$ cat src/rtl/pbuf_pkg.sv
package pbuf_pkg;

    localparam int PNUM_W = 7;
    localparam logic [7:0] RESULT_NONE = 8'h80;

    localparam int IRQ_ALLOC = 0;
    localparam int IRQ_TX    = 1;

    typedef enum logic [2:0] {
        OP_NOP     = 3'd0,
        OP_ALLOC   = 3'd1,
        OP_RESET   = 3'd2,
        OP_RELEASE = 3'd3,
        OP_FREE    = 3'd4,
        OP_ENQUEUE = 3'd5
    } pbuf_op_e;

endpackage

$ cat src/rtl/pbuf_num_fifo.sv
module pbuf_num_fifo #(
    parameter int DEPTH = 16,
    parameter int W     = 7
) (
    input  logic         clk,
    input  logic         rst_n,
    input  logic         clear,
    input  logic         push,
    input  logic [W-1:0] push_data,
    input  logic         pop,
    output logic         empty,
    output logic [W-1:0] head
);
    localparam int AW = (DEPTH > 1) ? $clog2(DEPTH) : 1;
    localparam int CW = $clog2(DEPTH + 1);
    localparam logic [CW-1:0] CNT_FULL = CW'(DEPTH);
    localparam logic [AW-1:0] PTR_LAST = AW'(DEPTH - 1);

    typedef struct packed {
        logic [DEPTH-1:0][W-1:0] mem;
        logic [AW-1:0]           rd;
        logic [AW-1:0]           wr;
        logic [CW-1:0]           cnt;
    } fifo_t;

    fifo_t st_q, st_d;

    function automatic logic [AW-1:0] ptr_next(input logic [AW-1:0] p);
        return (p == PTR_LAST) ? '0 : p + AW'(1);
    endfunction

    always_comb begin
        logic do_pop, do_push;
        st_d    = st_q;
        do_pop  = pop && (st_q.cnt != '0);
        do_push = push && ((st_q.cnt != CNT_FULL) || do_pop);
        if (do_push) begin
            st_d.mem[st_q.wr] = push_data;
            st_d.wr           = ptr_next(st_q.wr);
        end
        if (do_pop) begin
            st_d.rd = ptr_next(st_q.rd);
        end
        if (do_push && !do_pop) begin
            st_d.cnt = st_q.cnt + CW'(1);
        end else if (do_pop && !do_push) begin
            st_d.cnt = st_q.cnt - CW'(1);
        end
        if (clear) begin
            st_d.rd  = '0;
            st_d.wr  = '0;
            st_d.cnt = '0;
        end
    end

    always_ff @(posedge clk or negedge rst_n) begin
        if (!rst_n) begin
            st_q <= '0;
        end else begin
            st_q <= st_d;
        end
    end

    assign empty = (st_q.cnt == '0);
    assign head  = st_q.mem[st_q.rd];

endmodule

$ cat src/rtl/pbuf_page_map.sv
module pbuf_page_map #(
    parameter int NUM_PAGES = 16,
    parameter int MAX_RUN   = 7,
    parameter int CNT_W     = 4,
    parameter int PN_W      = 7
) (
    input  logic             clk,
    input  logic             rst_n,
    input  logic             clear,
    input  logic             alloc_req,
    input  logic [CNT_W-1:0] alloc_cnt,
    input  logic             free_req,
    input  logic [PN_W-1:0]  free_pnum,
    output logic             grant,
    output logic [PN_W-1:0]  grant_pnum
);
    localparam int LEN_W = $clog2(MAX_RUN + 1);
    localparam int IDX_W = (NUM_PAGES > 1) ? $clog2(NUM_PAGES) : 1;
    localparam logic [PN_W:0]  PN_LIMIT  = (PN_W + 1)'(NUM_PAGES);
    localparam logic [CNT_W-1:0] CNT_MAX = CNT_W'(MAX_RUN);

    typedef struct packed {
        logic [NUM_PAGES-1:0]            used;
        logic [NUM_PAGES-1:0][LEN_W-1:0] len;
    } map_t;

    map_t st_q, st_d;

    logic             fit_found;
    logic [IDX_W-1:0] fit_start;
    logic [NUM_PAGES-1:0] want_mask;

    function automatic logic [NUM_PAGES-1:0] run_mask(input int n);
        logic [NUM_PAGES-1:0] m;
        for (int i = 0; i < NUM_PAGES; i++) begin
            m[i] = (i < n);
        end
        return m;
    endfunction

    // First-fit search: the lowest start index wins since it is visited last.
    always_comb begin
        want_mask = run_mask(int'(alloc_cnt));
        fit_found = 1'b0;
        fit_start = '0;
        for (int s = NUM_PAGES - 1; s >= 0; s--) begin
            if ((s + int'(alloc_cnt) <= NUM_PAGES) &&
                ((st_q.used & (want_mask << s)) == '0)) begin
                fit_found = 1'b1;
                fit_start = IDX_W'(s);
            end
        end
    end

    assign grant = alloc_req && (alloc_cnt != '0) && (alloc_cnt <= CNT_MAX) && fit_found;
    assign grant_pnum = PN_W'(fit_start);

    always_comb begin
        logic [IDX_W-1:0] fidx;
        logic [LEN_W-1:0] flen;
        st_d = st_q;
        fidx = IDX_W'(free_pnum);
        flen = st_q.len[fidx];
        if (free_req && ({1'b0, free_pnum} < PN_LIMIT)) begin
            st_d.used      = st_d.used & ~(run_mask(int'(flen)) << fidx);
            st_d.len[fidx] = '0;
        end
        if (grant) begin
            st_d.used           = st_d.used | (want_mask << fit_start);
            st_d.len[fit_start] = LEN_W'(alloc_cnt);
        end
        if (clear) begin
            st_d = '0;
        end
    end

    always_ff @(posedge clk or negedge rst_n) begin
        if (!rst_n) begin
            st_q <= '0;
        end else begin
            st_q <= st_d;
        end
    end

endmodule

$ cat src/rtl/pbuf_alloc.sv
module pbuf_alloc
    import pbuf_pkg::*;
#(
    parameter int NUM_PAGES = 16,
    parameter int MAX_RUN   = 7,
    parameter int CNT_W     = 4,
    parameter int Q_DEPTH   = 16
) (
    input  logic              clk,
    input  logic              rst_n,
    input  logic              cmd_valid,
    input  logic [2:0]        cmd_op,
    input  logic [PNUM_W-1:0] cmd_arg,
    output logic [7:0]        alloc_result,
    output logic [1:0]        irq_status,
    input  logic [1:0]        irq_ack,
    output logic              tx_req_valid,
    output logic [PNUM_W-1:0] tx_req_pnum,
    input  logic              tx_take,
    input  logic              tx_complete,
    input  logic [PNUM_W-1:0] tx_complete_pnum,
    output logic              txd_empty,
    output logic [PNUM_W-1:0] txd_pnum,
    input  logic              txd_pop,
    input  logic              rx_push,
    input  logic [PNUM_W-1:0] rx_push_pnum,
    output logic              rx_empty,
    output logic [PNUM_W-1:0] rx_head_pnum
);
    typedef struct packed {
        logic [7:0] result;
        logic [1:0] irq;
    } top_t;

    top_t st_q, st_d;

    logic is_alloc, is_reset, is_release, is_free, is_enq;
    logic map_free, map_grant;
    logic [PNUM_W-1:0] map_free_pnum, map_grant_pnum;
    logic txq_empty, txd_head_empty, rxq_empty;
    logic [PNUM_W-1:0] txd_head;

    assign is_alloc   = cmd_valid && (cmd_op == OP_ALLOC);
    assign is_reset   = cmd_valid && (cmd_op == OP_RESET);
    assign is_release = cmd_valid && (cmd_op == OP_RELEASE) && !rxq_empty;
    assign is_free    = cmd_valid && (cmd_op == OP_FREE);
    assign is_enq     = cmd_valid && (cmd_op == OP_ENQUEUE);

    assign map_free      = is_free || is_release;
    assign map_free_pnum = is_release ? rx_head_pnum : cmd_arg;

    pbuf_page_map #(
        .NUM_PAGES (NUM_PAGES),
        .MAX_RUN   (MAX_RUN),
        .CNT_W     (CNT_W),
        .PN_W      (PNUM_W)
    ) u_map (
        .clk        (clk),
        .rst_n      (rst_n),
        .clear      (is_reset),
        .alloc_req  (is_alloc),
        .alloc_cnt  (cmd_arg[CNT_W-1:0]),
        .free_req   (map_free),
        .free_pnum  (map_free_pnum),
        .grant      (map_grant),
        .grant_pnum (map_grant_pnum)
    );

    pbuf_num_fifo #(.DEPTH(Q_DEPTH), .W(PNUM_W)) u_txq (
        .clk       (clk),
        .rst_n     (rst_n),
        .clear     (is_reset),
        .push      (is_enq),
        .push_data (cmd_arg),
        .pop       (tx_take),
        .empty     (txq_empty),
        .head      (tx_req_pnum)
    );

    pbuf_num_fifo #(.DEPTH(Q_DEPTH), .W(PNUM_W)) u_txdq (
        .clk       (clk),
        .rst_n     (rst_n),
        .clear     (is_reset),
        .push      (tx_complete),
        .push_data (tx_complete_pnum),
        .pop       (txd_pop),
        .empty     (txd_head_empty),
        .head      (txd_head)
    );

    pbuf_num_fifo #(.DEPTH(Q_DEPTH), .W(PNUM_W)) u_rxq (
        .clk       (clk),
        .rst_n     (rst_n),
        .clear     (is_reset),
        .push      (rx_push),
        .push_data (rx_push_pnum),
        .pop       (is_release),
        .empty     (rxq_empty),
        .head      (rx_head_pnum)
    );

    always_comb begin
        st_d = st_q;
        st_d.irq = st_q.irq & ~irq_ack;
        if (is_alloc) begin
            if (map_grant) begin
                st_d.result         = {1'b0, map_grant_pnum};
                st_d.irq[IRQ_ALLOC] = 1'b1;
            end else begin
                st_d.result = RESULT_NONE;
            end
        end
        if (tx_complete) begin
            st_d.irq[IRQ_TX] = 1'b1;
        end
        if (is_reset) begin
            st_d.result = RESULT_NONE;
            st_d.irq    = '0;
        end
    end

    always_ff @(posedge clk or negedge rst_n) begin
        if (!rst_n) begin
            st_q <= '{result: RESULT_NONE, irq: '0};
        end else begin
            st_q <= st_d;
        end
    end

    assign alloc_result = st_q.result;
    assign irq_status   = st_q.irq;
    assign tx_req_valid = !txq_empty;
    assign txd_empty    = txd_head_empty;
    assign txd_pnum     = txd_head & 7'h7F;
    assign rx_empty     = rxq_empty;

endmodule

$ cat config.mk
export PLATFORM = sky130hd
export DESIGN_NAME = pbuf_alloc
export DESIGN_NICKNAME = d
export VERILOG_FILES = /design/src/rtl/pbuf_pkg.sv /design/src/rtl/pbuf_num_fifo.sv /design/src/rtl/pbuf_page_map.sv /design/src/rtl/pbuf_alloc.sv
export SDC_FILE = /design/constraint.sdc
export NUM_CORES = 1
export LEC_CHECK = 0
export BUFFER_PORTS_ARGS = -buffer_cell sky130_fd_sc_hd__buf_2
export CORE_MARGIN = 8
export CORE_UTILIZATION = 30
export DETAILED_ROUTE_END_ITERATION = 8
export RECOVER_POWER = 25
export SLEW_MARGIN = 10
export SYNTH_ARGS = -nofsm -noshare
export SYNTH_HDL_FRONTEND = slang
export SYNTH_SLANG_ARGS = --single-unit
$ cat constraint.sdc
create_clock -name clk -period 5.4 [get_ports clk]
set_input_delay 0.81 -clock clk [delete_from_list [all_inputs] [get_ports clk]]
set_output_delay 0.81 -clock clk [all_outputs]
set_load 0.01 [all_outputs]
==> reports/results.txt, run 1 <==
Synth top area share: 0.456
Status: complete, but fails checks
Crit path capture: u_map.st_q[58]$_DFF_PN0_
Setup WS post-layout: 553 ps
Count of final hold-check violations: 0
Post-synthesis cell area: 24400 um2
Reg-to-reg slack, setup: 550 ps
Largest net degree at the start of global routing: 111
Pwr dens: 477 nW/um2
Pre-CTS WS: 367 ps
Post-synthesis async set-or-reset flop share: 1.00
Final TNS setup: 0 ps
CTS sink cnt: 446
Hold_buf cts: 0
TritonCTS Buffers: 49
Post-cts resize count: 0
MaxCap Viol Count: 5
Fmax: 206 MHz
Final setup violating endpoints: 0
Initial antenna violation count: 2
Fill count: 8039
Crit Reg-Reg Endpoint: u_map.st_q[58]$_DFF_PN0_
Worst-path clk slew: 60 ps
Post-Syn Area per Cell: 10.7 um2
Worst slew pin tran: 2720 ps
Part of the Yosys area used for sequential elements: 0.457
Yosys warnings: 0
Pleak: 0.0117 uW
Die X: 301 um
Overflow left after global routing: 0
Tmin final: 4850 ps
Routed vias: 18400
Crit start category: register
Dominant cells by area after synthesis: dfrtp_1 46%, mux2_2 13%, mux4_2 6.6%
Clock Skew: 24.0 ps
Routed length per instance: 20.0 um
Post-synth EDFFs: 0
Cell taking the most area after synthesis: dfrtp_1
WS Path Type: reg2reg
Nets: 2336
Fin crit share: 0.898
Drt total wl: 67300 um
Overall global routing resource usage: 0.145
Crit-path slowest cell: dfrtp_2
Rows: 104
Root buf cell: clkbuf_16
Pre-Repair DR Iteration Count: 7
Max VDD drop: 0.272 mV
Data arrival, critical path: 5370 ps
Io pins: 67
Worst-path cell chain: nor2_1, a22oi_1, nand4_1, nand2_2, mux2_1, o211ai_2, o2111ai_2, nor3_2, a311oi_2, a221oi_1, or3_1
First-pass GRT wire length: 106000 um
Post-route DRC: 0
Class of the worst hold path: in2reg
RSZ-0062 raised after global routing: false
CTS tree: built
Vias in the first global route: 18000
Slew Viols, Final: 386
Area growth syn-to-layout: 11.7%
PortBufs: 63
Share of layout cells above drive strength 1: 0.257
CTS H-Tree Depth: 2
Max incr delay on CP: 990 ps
Worst R2R Start: u_rxq.st_q[9]$_DFFE_PN0P_
R2R depth: 11
Top delay family on crit path: simple AND/OR/NAND/NOR gates
Starting Density: 0.303
Die area: 90900 um2
Post-route ant nets: 0
Cell variety after synth: 111
Vias per cell: 5.46
1st-iter DRT viols: 1482
Syn Inst Count: 2282
Total power: 13000 uW
Ant. Diodes: 0
GP Congestion: 0.911
Die Y: 301 um
Slew HR: -0.815
Synth Register Bits: 446
Worst Path Required: 5920 ps
CTS Buffer Depth: 3
Setup crit start: u_rxq.st_q[9]$_DFFE_PN0P_
CP Depth: 11
Postcts setup bufs: 0
Synth Flop Type: dfrtp_1
Core area: 80500 um2
Post-DP HPWL: 45100 um
Failing checks: max-capacitance violations, max-slew violations
CP Max Fanout: 31
CP bufs+invs: 0
Clk_lat worst skew: 590 ps
CP Capture Type: register
==> worst register-to-register path: cells and delay by family (launching register included) <==
kind,cells,cell delay [ps]
AO/OA/AOI/OAI,5,1600
multiplexers,1,390
AND/OR/NAND/NOR,5,1810
flip-flops,1,990
==> synthesized netlist by cell type, drive strengths merged (20+ instances only) <==
master and n:
buf 52, a21oi 146, dfrtp 445, o21ai 202, a31oi 20, nand2 231
nor3 31, inv 39, a211oi 20, ha 25, clkbuf 118, mux2i 60
mux4 72, mux2 277, nor2 120, nand3 87
==> sequential cells by signal (all words and copies together) (netlist names) <==
register and flops:
irq_status 2, alloc_result 5, u_rxq.st_q 125, u_txq.st_q 125, u_txdq.st_q 125, u_map.st_q 64
==> per-layer routing <==
metal	vias up	wire length [um]	global-route usage
li1	8402	-	-
met1	9227	30200	0.200
met2	602	31000	0.230
met3	135	4360	0.0280
met4	4	1730	0.0416
met5	-	29	0
==> through the flow <==
step / utilization / area (um2) / cells / hold WS [ps]
final: 0.339 / 27300 / 3367 / 474
after global routing: 0.339 / 27300 / 3367 / 469
after CTS: 0.339 / 27300 / 3367 / 305
after global placement: 0.320 / 25800 / 3284 / 458
after floorplan: - / 24400 / 2284 / 444
after detailed placement: 0.320 / 25800 / 3284 / 465
==> how the worst min path moves through the flow <==
stage / startpoint / endpoint / slack, ps / cells past startpoint
6_report: irq_ack[0] / irq_status[0]$_DFF_PN0_ / 470 / 3
5_1_grt: irq_ack[0] / irq_status[0]$_DFF_PN0_ / 470 / 3
4_1_cts: rst_n / u_txdq.st_q[119]$_DFFE_PN0P_ / 310 / 1
3_5_place_dp: u_txq.st_q[84]$_DFFE_PN0P_ / u_txq.st_q[84]$_DFFE_PN0P_ / 460 / 2
3_3_place_gp: u_txq.st_q[112]$_DFFE_PN0P_ / u_txq.st_q[112]$_DFFE_PN0P_ / 460 / 2
2_1_floorplan: u_txq.st_q[118]$_DFFE_PN0P_ / u_txq.st_q[118]$_DFFE_PN0P_ / 440 / 2
==> final cells by class <==
type / count / area, um2 / share of cell area
inverters: 40 / 150 / 0.00550
flip-flops and latches: 446 / 11200 / 0.409
repair buffers: 110 / 682 / 0.0250
clock buffers: 64 / 1350 / 0.0496
multi-input cells: 1628 / 12400 / 0.455
well taps: 1060 / 1330 / 0.0486
clock inverters: 19 / 195 / 0.00715
==> cells by family after synthesis <==
group / share of synthesized area
AOI/OAI and AO/OA: 0.149
xor gates and xnor gates: 0.00466
other: 0.000153
and+or+nand+nor: 0.118
buffers and inverters: 0.0358
muxes: 0.219
adders and majority gates: 0.0173
DFF: 0.457
==> where the power goes <==
part / leakage (uW) / switching [uW] / internal, uW
Combinational: 0.00508 / 2320 / 2260
Sequential: 0.00585 / 839 / 4330
Clock: 0.000756 / 1370 / 1900
==> layout by cell type (no fill, tap or decap), drive strengths merged, types with 16 or more instances in the layout <==
cell type | synthesis | routed
dfrtp | 445 | 445
mux2 | 277 | 277
nand2 | 231 | 231
o21ai | 202 | 202
a21oi | 146 | 146
nor2 | 120 | 120
buf | 52 | 104
nand3 | 87 | 87
mux4 | 72 | 72
clkbuf | 118 | 70
mux2i | 60 | 60
inv | 39 | 43
nor3 | 31 | 31
ha | 25 | 25
a211oi | 20 | 20
a31oi | 20 | 20
a22oi | 19 | 19
nor2b | 19 | 19
o22ai | 19 | 19
and2 | 16 | 16
o211ai | 16 | 16
Power figures use the tool's default switching activity.
==> run 2, diff against run 1 <==
==> constraint.sdc (replaced) <==
create_clock -name clk -period 5.4 [get_ports clk]
set_input_delay 0.81 -clock clk [delete_from_list [all_inputs] [get_ports clk]]
set_output_delay 0.81 -clock clk [all_outputs]
set_load 0.1 [all_outputs]
==> run 2 against run 1 <==
Effect of this change:
- the run still ends with max-capacitance violations, max-slew violations left
- worst hold slack lost 4.7 ps
- core utilization grew 0.41 points
- power grew 13%
- global-route usage is essentially flat
- worst setup slack lost 110 ps
- maximum frequency shrank 2.3%
- non-clock buffer count grew 2
- critical endpoint unchanged
==> reports/results.txt, run 2 (synthesized netlist as in run 1, its figures left out) <==
Die Y: 301 um
Setup WS post-layout: 441 ps
Overall global routing resource usage: 0.145
Combinational Power Share: 0.390
Die area: 90900 um2
Most frequent cells in the layout: 441 x dfrtp_1, 275 x mux2_2, 227 x nand2_1, 190 x o21ai_0, 145 x a21oi_1
Int Power: 8960 uW
Reg power frac: 0.353
Pwr dens: 535 nW/um2
Count of final hold-check violations: 0
Vias in the first global route: 17900
Fmax: 202 MHz
Tmin final: 4960 ps
Commonest non-fill, non-tap cell in the layout: dfrtp_1
Hold_ws: 470 ps
CP Max Fanout: 31
Sw Pwr: 5810 uW
RSZ-0062 raised after global routing: false
Max VDD drop: 0.813 mV
Overflow left after global routing: 0
CTS sink cnt: 446
TritonCTS Buffers: 50
Global Route met3 Usage: 0.0276
Post-cts resize count: 0
Met2 track demand over resource: 0.228
GR peak layer: met2
1st-iter DRT viols: 1437
Share of layout cells above drive strength 1: 0.262
Io pins: 67
Hold_buf cts: 0
Initial antenna violation count: 3
Clk_lat worst skew: 600 ps
Switching share of total power: 0.393
PortBufs: 63
Largest net degree at the start of global routing: 109
Status: complete, but fails checks
MaxCap Viol Count: 5
Vias per cell: 5.44
First-pass GRT wire length: 107000 um
Slew Viols, Final: 311
Largest regs: u_rxq.st_q (125), u_txdq.st_q (125), u_txq.st_q (125)
Nets: 2339
WS Path Type: reg2reg
CTS Buffer Depth: 3
Clock Skew: 27.9 ps
Post-route DRC: 0
Worst Path Required: 5930 ps
Starting Density: 0.303
Rows: 104
Post-route ant nets: 0
Final TNS setup: 0 ps
Postcts setup bufs: 0
Final setup violating endpoints: 0
Worst-path clk slew: 70 ps
GP Congestion: 0.911
Pre-CTS WS: 312 ps
Met1 GRT Util: 0.205
Drt total wl: 67700 um
Failing checks: max-capacitance violations, max-slew violations
Fin crit share: 0.918
Pleak: 0.0119 uW
Post-layout util: 0.343
Pre-Repair DR Iteration Count: 6
Ant. Diodes: 0
Root buf cell: clkbuf_16
CP Capture Type: register
CTS H-Tree Depth: 2
Routed vias: 18400
Crit start category: register
Die X: 301 um
Worst slew pin tran: 2380 ps
Routed length per instance: 20.0 um
Core area: 80500 um2
Clock network power share: 0.257
CTS tree: built
Slew HR: -0.585
Class of the worst hold path: in2reg
Data arrival, critical path: 5490 ps
Post-DP HPWL: 45600 um
Area growth syn-to-layout: 13.0%
run 2: cell count changes in the layout (fill, tap and decap cells not counted), sizes merged:
| cell | delta |
|---|---|
| bufinv | +7 |
| buf | +3 |
| clkinv | +3 |
| clkbuf | +2 |
| inv | -2 |
| clkinvlp | -1 |
run 2: cell type report:
type	count	area, um2
clock buffer	67	1450
clock inverter	26	403
fill	8032	52900
inverter	40	150
multi-input combinational	1628	12400
sequential	446	11200
tap	1060	1330
timing repair buffer	112	708
run 2: power groups by stage:
stage               Clock, uW  Combinational (uW)  Sequential, uW
floorplan                   0                4790            4820
global placement            0                5720            5230
detailed placement          0                5780            5260
CTS                      3910                5800            5210
global route             4040                6170            5360
finish                   3800                5750            5220
run 2: per-stage QoR:
stage                     power, uW  area [um2]  cells
after floorplan                9610       24400   2284
after global placement        11000       25800   3286
after detailed placement      11000       25800   3286
after CTS                     14900       27700   3379
after global routing          15600       27600   3379
final                         14800       27600   3379
run 2: layer usage:
metal  share of wire  vias up
met5         0.00019        -
met4           0.023        2
met3           0.070      113
met2            0.46      638
met1            0.45     9243
li1                -     8401
run 2: worst paths after layout:
| kind | slack [ps] | start | end | cells after the start |
|---|---|---|---|---|
| worst max register to register | 440 | u_rxq.st_q[9]$_DFFE_PN0P_ | u_map.st_q[58]$_DFF_PN0_ | 11 |
| worst max-delay path | 440 | u_rxq.st_q[9]$_DFFE_PN0P_ | u_map.st_q[58]$_DFF_PN0_ | 11 |
| worst min-delay path | 470 | irq_ack[0] | irq_status[0]$_DFF_PN0_ | 3 |
| worst min register to register | 480 | u_txq.st_q[91]$_DFFE_PN0P_ | u_txq.st_q[91]$_DFFE_PN0P_ | 2 |
| min in group asynchronous | 930 | rst_n | u_txdq.st_q[107]$_DFFE_PN0P_ | 1 |
| max in group asynchronous | 1310 | rst_n | u_rxq.st_q[79]$_DFFE_PN0P_ | 2 |
run 2: critical path, cell delays in order (launching register included):
cell and delay [ps]:
dfrtp_2 980, nor2_1 250, a22oi_1 390, nand4_1 400
nand2_2 610, mux2_1 390, o211ai_2 300, o2111ai_2 320
nor3_2 500, a311oi_2 100, a221oi_1 470, or3_1 180
